<file path="config.mk">
export PLATFORM = sky130hd
export DESIGN_NAME = xirq_latch
export DESIGN_NICKNAME = d
export VERILOG_FILES = /design/src/rtl/xirq_pkg.sv /design/src/rtl/xirq_edge_detect.sv /design/src/rtl/xirq_req_fsm.sv /design/src/rtl/xirq_gate.sv /design/src/rtl/xirq_latch.sv
export SDC_FILE = /design/constraint.sdc
export NUM_CORES = 1
export LEC_CHECK = 0
export ABC_AREA = 1
export BUFFER_PORTS_ARGS = -buffer_cell sky130_fd_sc_hd__clkbuf_2
export CORE_AREA = 2 2 39 41
export DETAILED_ROUTE_END_ITERATION = 6
export DIE_AREA = 0 0 41 43
export PLACE_DENSITY_LB_ADDON = 0.08
export SYNTH_ARGS = -nofsm -noshare
export SYNTH_HDL_FRONTEND = slang
export SYNTH_HIERARCHICAL = 1
export SYNTH_SLANG_ARGS = --single-unit
</file>
<file path="constraint.sdc">
create_clock -name clk -period 1.8 [get_ports clk]
set_input_delay 0.18 -clock clk [delete_from_list [all_inputs] [get_ports clk]]
set_output_delay 0.18 -clock clk [all_outputs]
set_load 0.005 [all_outputs]
</file>
<file path="src/rtl/xirq_pkg.sv">
package xirq_pkg;
    typedef enum logic {
        LAT_IDLE = 1'b0,
        LAT_HELD = 1'b1
    } lat_state_t;

    typedef enum logic [1:0] {
        SRC_NONE = 2'd0,
        SRC_EXT  = 2'd1,
        SRC_SWI  = 2'd2
    } src_t;
endpackage

</file>
<file path="src/rtl/xirq_edge_detect.sv">
module xirq_edge_detect #(
    parameter int NPORT = 4
) (
    input  logic             clk,
    input  logic             rst_n,
    input  logic             irq_n,
    input  logic [NPORT-1:0] port_n,
    input  logic             level_sens,
    output logic             set_req
);
    logic             irq_q;
    logic [NPORT-1:0] port_q;
    logic [NPORT-1:0] port_fall;
    logic             irq_fall;
    logic             irq_level;

    // history starts high so a high input at release is not an edge
    always_ff @(posedge clk) begin
        if (!rst_n) begin
            irq_q  <= 1'b1;
            port_q <= '1;
        end else begin
            irq_q  <= irq_n;
            port_q <= port_n;
        end
    end

    generate
        for (genvar i = 0; i < NPORT; i++) begin : g_port
            assign port_fall[i] = port_q[i] & ~port_n[i];
        end
    endgenerate

    assign irq_fall  = irq_q & ~irq_n;
    assign irq_level = level_sens & ~irq_n;

    always_comb begin
        set_req = irq_fall | irq_level | (|port_fall);
    end
endmodule

</file>
<file path="src/rtl/xirq_req_fsm.sv">
module xirq_req_fsm
    import xirq_pkg::*;
(
    input  logic clk,
    input  logic rst_n,
    input  logic set_req,
    input  logic vec_ack,
    output logic req_held
);
    lat_state_t state_q, state_d;

    always_ff @(posedge clk) begin
        if (!rst_n) state_q <= LAT_IDLE;
        else        state_q <= state_d;
    end

    always_comb begin
        state_d = state_q;
        unique case (state_q)
            LAT_IDLE: if (set_req) state_d = LAT_HELD;
            LAT_HELD: if (!set_req && vec_ack) state_d = LAT_IDLE;
            default:  state_d = LAT_IDLE;
        endcase
    end

    always_comb begin
        req_held = (state_q == LAT_HELD);
    end
endmodule

</file>
<file path="src/rtl/xirq_gate.sv">
module xirq_gate
    import xirq_pkg::*;
(
    input  logic       req_held,
    input  logic       cpu_mask,
    input  logic       irq_enable,
    input  logic       insn_done,
    input  logic       swi_exec,
    output logic       ext_pending,
    output logic       take_int,
    output logic [1:0] take_src
);
    src_t src;

    always_comb begin
        ext_pending = req_held & ~cpu_mask & irq_enable;
        src = SRC_NONE;
        if (insn_done) begin
            if (swi_exec)         src = SRC_SWI;
            else if (ext_pending) src = SRC_EXT;
        end
        take_int = (src != SRC_NONE);
        take_src = src;
    end
endmodule

</file>
<file path="src/rtl/xirq_latch.sv">
module xirq_latch #(
    parameter int NPORT = 4
) (
    input  logic             clk,
    input  logic             rst_n,
    input  logic             irq_n,
    input  logic [NPORT-1:0] port_n,
    input  logic             level_sens,
    input  logic             cpu_mask,
    input  logic             irq_enable,
    input  logic             insn_done,
    input  logic             vec_ack,
    input  logic             swi_exec,
    output logic             req_held,
    output logic             ext_pending,
    output logic             take_int,
    output logic [1:0]       take_src
);
    logic set_req;

    xirq_edge_detect #(.NPORT(NPORT)) u_edge (
        .clk(clk), .rst_n(rst_n), .irq_n(irq_n), .port_n(port_n),
        .level_sens(level_sens), .set_req(set_req)
    );

    xirq_req_fsm u_fsm (
        .clk(clk), .rst_n(rst_n), .set_req(set_req),
        .vec_ack(vec_ack), .req_held(req_held)
    );

    xirq_gate u_gate (
        .req_held(req_held), .cpu_mask(cpu_mask), .irq_enable(irq_enable),
        .insn_done(insn_done), .swi_exec(swi_exec),
        .ext_pending(ext_pending), .take_int(take_int), .take_src(take_src)
    );
endmodule

</file>
==> Word level (Yosys, flattened, before mapping) <==
Index checks and enable logic that the tools add are counted.
{ "classes": {"n_mux": 6, "bitwise": 17, "n_reduce_logical": 4} }
{ "op_table": {"columns": ["op", "n"], "rows": [
  ["1-bit bitwise AND", 8],
  ["1-bit inverter", 7],
  ["2-bit 2-to-1 mux", 2],
  ["4-bit OR reduction", 1],
  ["1-bit 2-to-1 mux", 3],
  ["1-bit bitwise OR", 2],
  ["1-bit one-hot mux with 2 select lines", 1],
  ["2-bit nonzero test", 1],
  ["1-bit logical AND", 1],
  ["1-bit zero test", 1]
]} }
{ "word_totals": {"ff_bits": 6, "inputBits": 13, "out_inout_bits": 5, "word_cells": 30} }

==> Depth between registers and ports, before layout <==
{ "depth": {"word_depth": 8, "mapped_depth": 7, "ltp_nobuf": 7} }

==> Hierarchy <==
Netlist, hierarchy kept.
{ "modules_own_cells": {"columns": ["module", "n_inst", "cells_each", "area_per_inst_um2", "seq_area_each_um2"], "rows": [
  ["xirq_edge_detect", 1, 24, 172.7, 100.1],
  ["xirq_req_fsm", 1, 6, 43.8, 20.0],
  ["xirq_gate", 1, 9, 36.3, 0.0]
]} }

==> Worst setup path after synthesis <==
No wires, ideal clock.
{ "synth_timing": {"path_type": "register to output", "startpoint": "register u_fsm.state_q, in the netlist u_fsm/req_held", "endpoint": "output port take_int", "arrival_time_ns": 0.646, "required_time_ns": 1.620, "setup_slack_ns": 0.974, "path_stages_with_launch": 5, "cell_sequence": "dfxtp_1 -> nand2_1 -> nor2_2 -> nand2_1 -> nand2_1"} }
{ "synth_via": {"elab_chain_len": 6} }
{ "synth_lines": {"columns": ["element", "line_no", "source"], "rows": [
  ["from (decl)", "xirq_req_fsm.sv:10", "lat_state_t state_q, state_d;"],
  ["from (signal assigned)", "xirq_req_fsm.sv:14", "else state_q <= state_d;"],
  ["1-bit bitwise AND (2 in a row)", "xirq_gate.sv:16", "ext_pending = req_held & ~cpu_mask & irq_enable;"],
  ["via ext_pending", "xirq_latch.sv:15", "output logic ext_pending,"],
  ["1-bit 2-to-1 mux", "xirq_gate.sv:20", "else if (ext_pending) src = SRC_EXT;"],
  ["2-bit 2-to-1 mux", "xirq_gate.sv:19", "if (swi_exec) src = SRC_SWI;"],
  ["2-bit 2-to-1 mux", "xirq_gate.sv:18", "if (insn_done) begin"],
  ["2-bit nonzero test", "xirq_gate.sv:22", "take_int = (src != SRC_NONE);"],
  ["to (decl)", "xirq_latch.sv:16", "output logic take_int,"]
]} }
The timed path passes the listed nets, and every way through them passes these cells.

==> Final worst setup path <==
{ "layout_timing": {"startpoint": "register u_fsm.state_q, in the netlist u_fsm/req_held", "endpoint": "output port take_int"} }
{ "layout_via": {"elab_chain_len": 6} }
{ "layout_lines": {"columns": ["element", "line_no"], "rows": [
  ["1-bit bitwise AND (2 in a row)", "xirq_gate.sv:16"],
  ["1-bit 2-to-1 mux", "xirq_gate.sv:20"],
  ["2-bit 2-to-1 mux", "xirq_gate.sv:19"],
  ["2-bit 2-to-1 mux", "xirq_gate.sv:18"],
  ["2-bit nonzero test", "xirq_gate.sv:22"]
]} }
No other way between the ends.

==> flow_summary.yaml <==
worst_setup_path:
  cp_max_fo: 3
  worstRegToRegCells: 6
  critPathTopFamily: "flip-flops"
  crit_path_end_kind: "output pin"
  cp.required_ps: 1620
  cpMaxStageDelayCell: "dfxtp_1"
  cp_num_buf_inv: 1
  rrSetupSlack_ps: 1030
  path_common_cell: "nand2_1"
  path_class: "reg -> out"
  reg2reg_to: "u_fsm/req_held"
  r2r_start: "u_edge/port_q[0]"
  crit_chain: "nand2_1 -> nor2_2 -> nand2_1 -> nand2_1 -> clkbuf_2"
  cp.arrival_ps: 960
  cp-start-kind: "flop"
  slowest_delay_ps: 340
logic_synthesis:
  syn-cell-area_um2: 253
  synth_area_leaders: "dfxtp_1, nand2_1, inv_1, a21oi_2, nor2_1"
  ys_types: 7
  seq_area_frac_synth_pct: 47.5
  synth.avg_cell_area_um2: 6.48
  synthesis.nets: 52
  yosys.area_share.simple_pct: 30.7
  synthAdderAreaFrac_pct: 0
  synth_xor_area_share_pct: 0
  synth_top_cell_by_area: "dfxtp_1"
  synth_top_family_by_area: "simple AND/OR/NAND/NOR gates"
  ys_warn_count: 6
  synth_top_area_share_pct: 47.5
  ys_ff_latch: 6
  synth_compound_area_share_pct: 5.45
  netlist_instances: 39
  synthMuxAreaShare_pct: 0
sta:
  grt_setup_unrepaired: "no"
  worst_slew_pin_slew_ps: 148
  holdWs_ps: 119
  fin_ws_ps: 662
  fin_tns_setup_ps: 0
  setup_violations: 0
  fmax_ghz: 0.879
  fin_crit_ps: 1140
  hold_viol_final: 0
  min_period_over_period_pct: 63.2
  slew_headroom_pct: 90.0
  skew_ps: 1.31
  report.final.slew_viol_count: 0
die:
  std_cell_rows: 14
  ios: 18
  fp.dieH_um: 43
  coreArea_um2: 1380
  die_w_um: 41
  die_area_um2: 1760
  initial_utilization_pct: 18.3
power:
  p_per_area_nw_per_um2: 803
  finalPower_w: 0.000305
  p_leak_nw: 0.258
  ir_worst_vdd_uv: 241
clocking:
  cts_resized: 0
  cts-htree-levels: 1
  clk_pin_slew_ps: 50
  cts.sinks: 6
  cts_buffers: 3
  postCtsSetupBuffers: 0
  clockBufferDepth: 2
  holdBufCountCts: 0
  clock_latency_ps: 240
  root_buffer: "clkbuf_4"
  cts_tree: "done"
drt:
  vias: 256
  drt_first_pass_iters: 2
  drtIter0Drc: 1
  detail-route-antenna-nets: 0
  post_drt_wl_per_cell_um: 6.87
  drt-vias-per-instance: 3.41
  drc: 0
  routed_wirelength_um: 515
place:
  io_buffers: 17
  globalplace.congestion: 0.595
  dp_hpwl_um: 429
  dp_slack_ps: 912
grt:
  grt_max_degree: 7
  grt_overflow: 0
  grt_use_total_pct: 7.85
  grt_pass1_wl_um: 862
  antenna_found_initial: 0
  grt_pass1_vias: 228
cells_and_area:
  final_cell_mix: "clkbuf_2, nand2_1, inv_1"
  drive_above_1_share_pct: 37.3
  multiInputGateArea_um2: 91.3
  diodes: 0
  syn2layout_area_growth_pct: 50.5
  fin_nets: 74
  regArea_um2: 120
  num-fill-cells: 165
hold_path:
  whs_path_depth: 3
  min_from: "irq_n"
  hold_end: "u_edge/irq_q"
  hold_class: "in -> reg"
outcome:
  status: "completed"
job:
  cap_violations: 0
## registers in the layout, summed over array words and instances (netlist names)
signal and cells:
u_edge/irq_q 1, u_edge/port_q 4, u_fsm/req_held 1
## through the flow
step	util, %	instances	area (µm²)
after floorplan	-	39	253
after global placement	25.9	72	358
after detailed placement	25.9	72	358
after CTS	27.5	75	380
after global routing	27.5	75	380
final	27.5	75	380
## cells in the mapped netlist (all sizes together)
cell type   n
a21oi       1
dfxtp       6
inv        11
nand2      17
nor2        3
o21ai       1
## kinds of logic (layout without fill, tap and decap cells)
group	count (synthesis)	in the layout
buffers and inverters	11	31
AOI/OAI and AO/OA	2	2
and+or+nand+nor	20	20
DFF	6	6
## report_power, final
group / total, W / switching, W / internal (W)
clock: 0.000122 / 0.0000470 / 0.0000753
combinational: 0.0000401 / 0.0000197 / 0.0000203
sequential: 0.000143 / 0.00000216 / 0.000141
## routing by layer
layer / vias up / track usage, % / wire (µm)
met5: - / 0 / 0
met1: 102 / 8.12 / 206
met4: 0 / 10.0 / 0
met3: 0 / 2.09 / 26
li1: 148 / - / -
met2: 6 / 10.6 / 283
## worst max path at each step
stage	depth (start not counted)	to	start	slack, ps
after floorplan	4	take_int	u_fsm/req_held	970
after global placement	5	take_int	u_fsm/req_held	920
final	5	take_int	u_fsm/req_held	660
after global routing	5	take_int	u_fsm/req_held	520
after detailed placement	5	take_int	u_fsm/req_held	910
after CTS	5	take_int	u_fsm/req_held	640
## tightest hold or removal path, stage by stage
cell and delay, ps:
clkbuf_2 70, inv_1 40, nand2_1 40
## area by class of cell
| cell class | instances | share of cell area [%] |
|---|---|---|
| Sequential cell | 6 | 31.6 |
| Multi-Input combinational cell | 22 | 24.0 |
| Timing Repair Buffer | 17 | 22.4 |
| Inverter | 11 | 10.9 |
| Clock buffer | 3 | 5.92 |
| Tap cell | 16 | 5.26 |
Power figures use the tool's default switching activity.
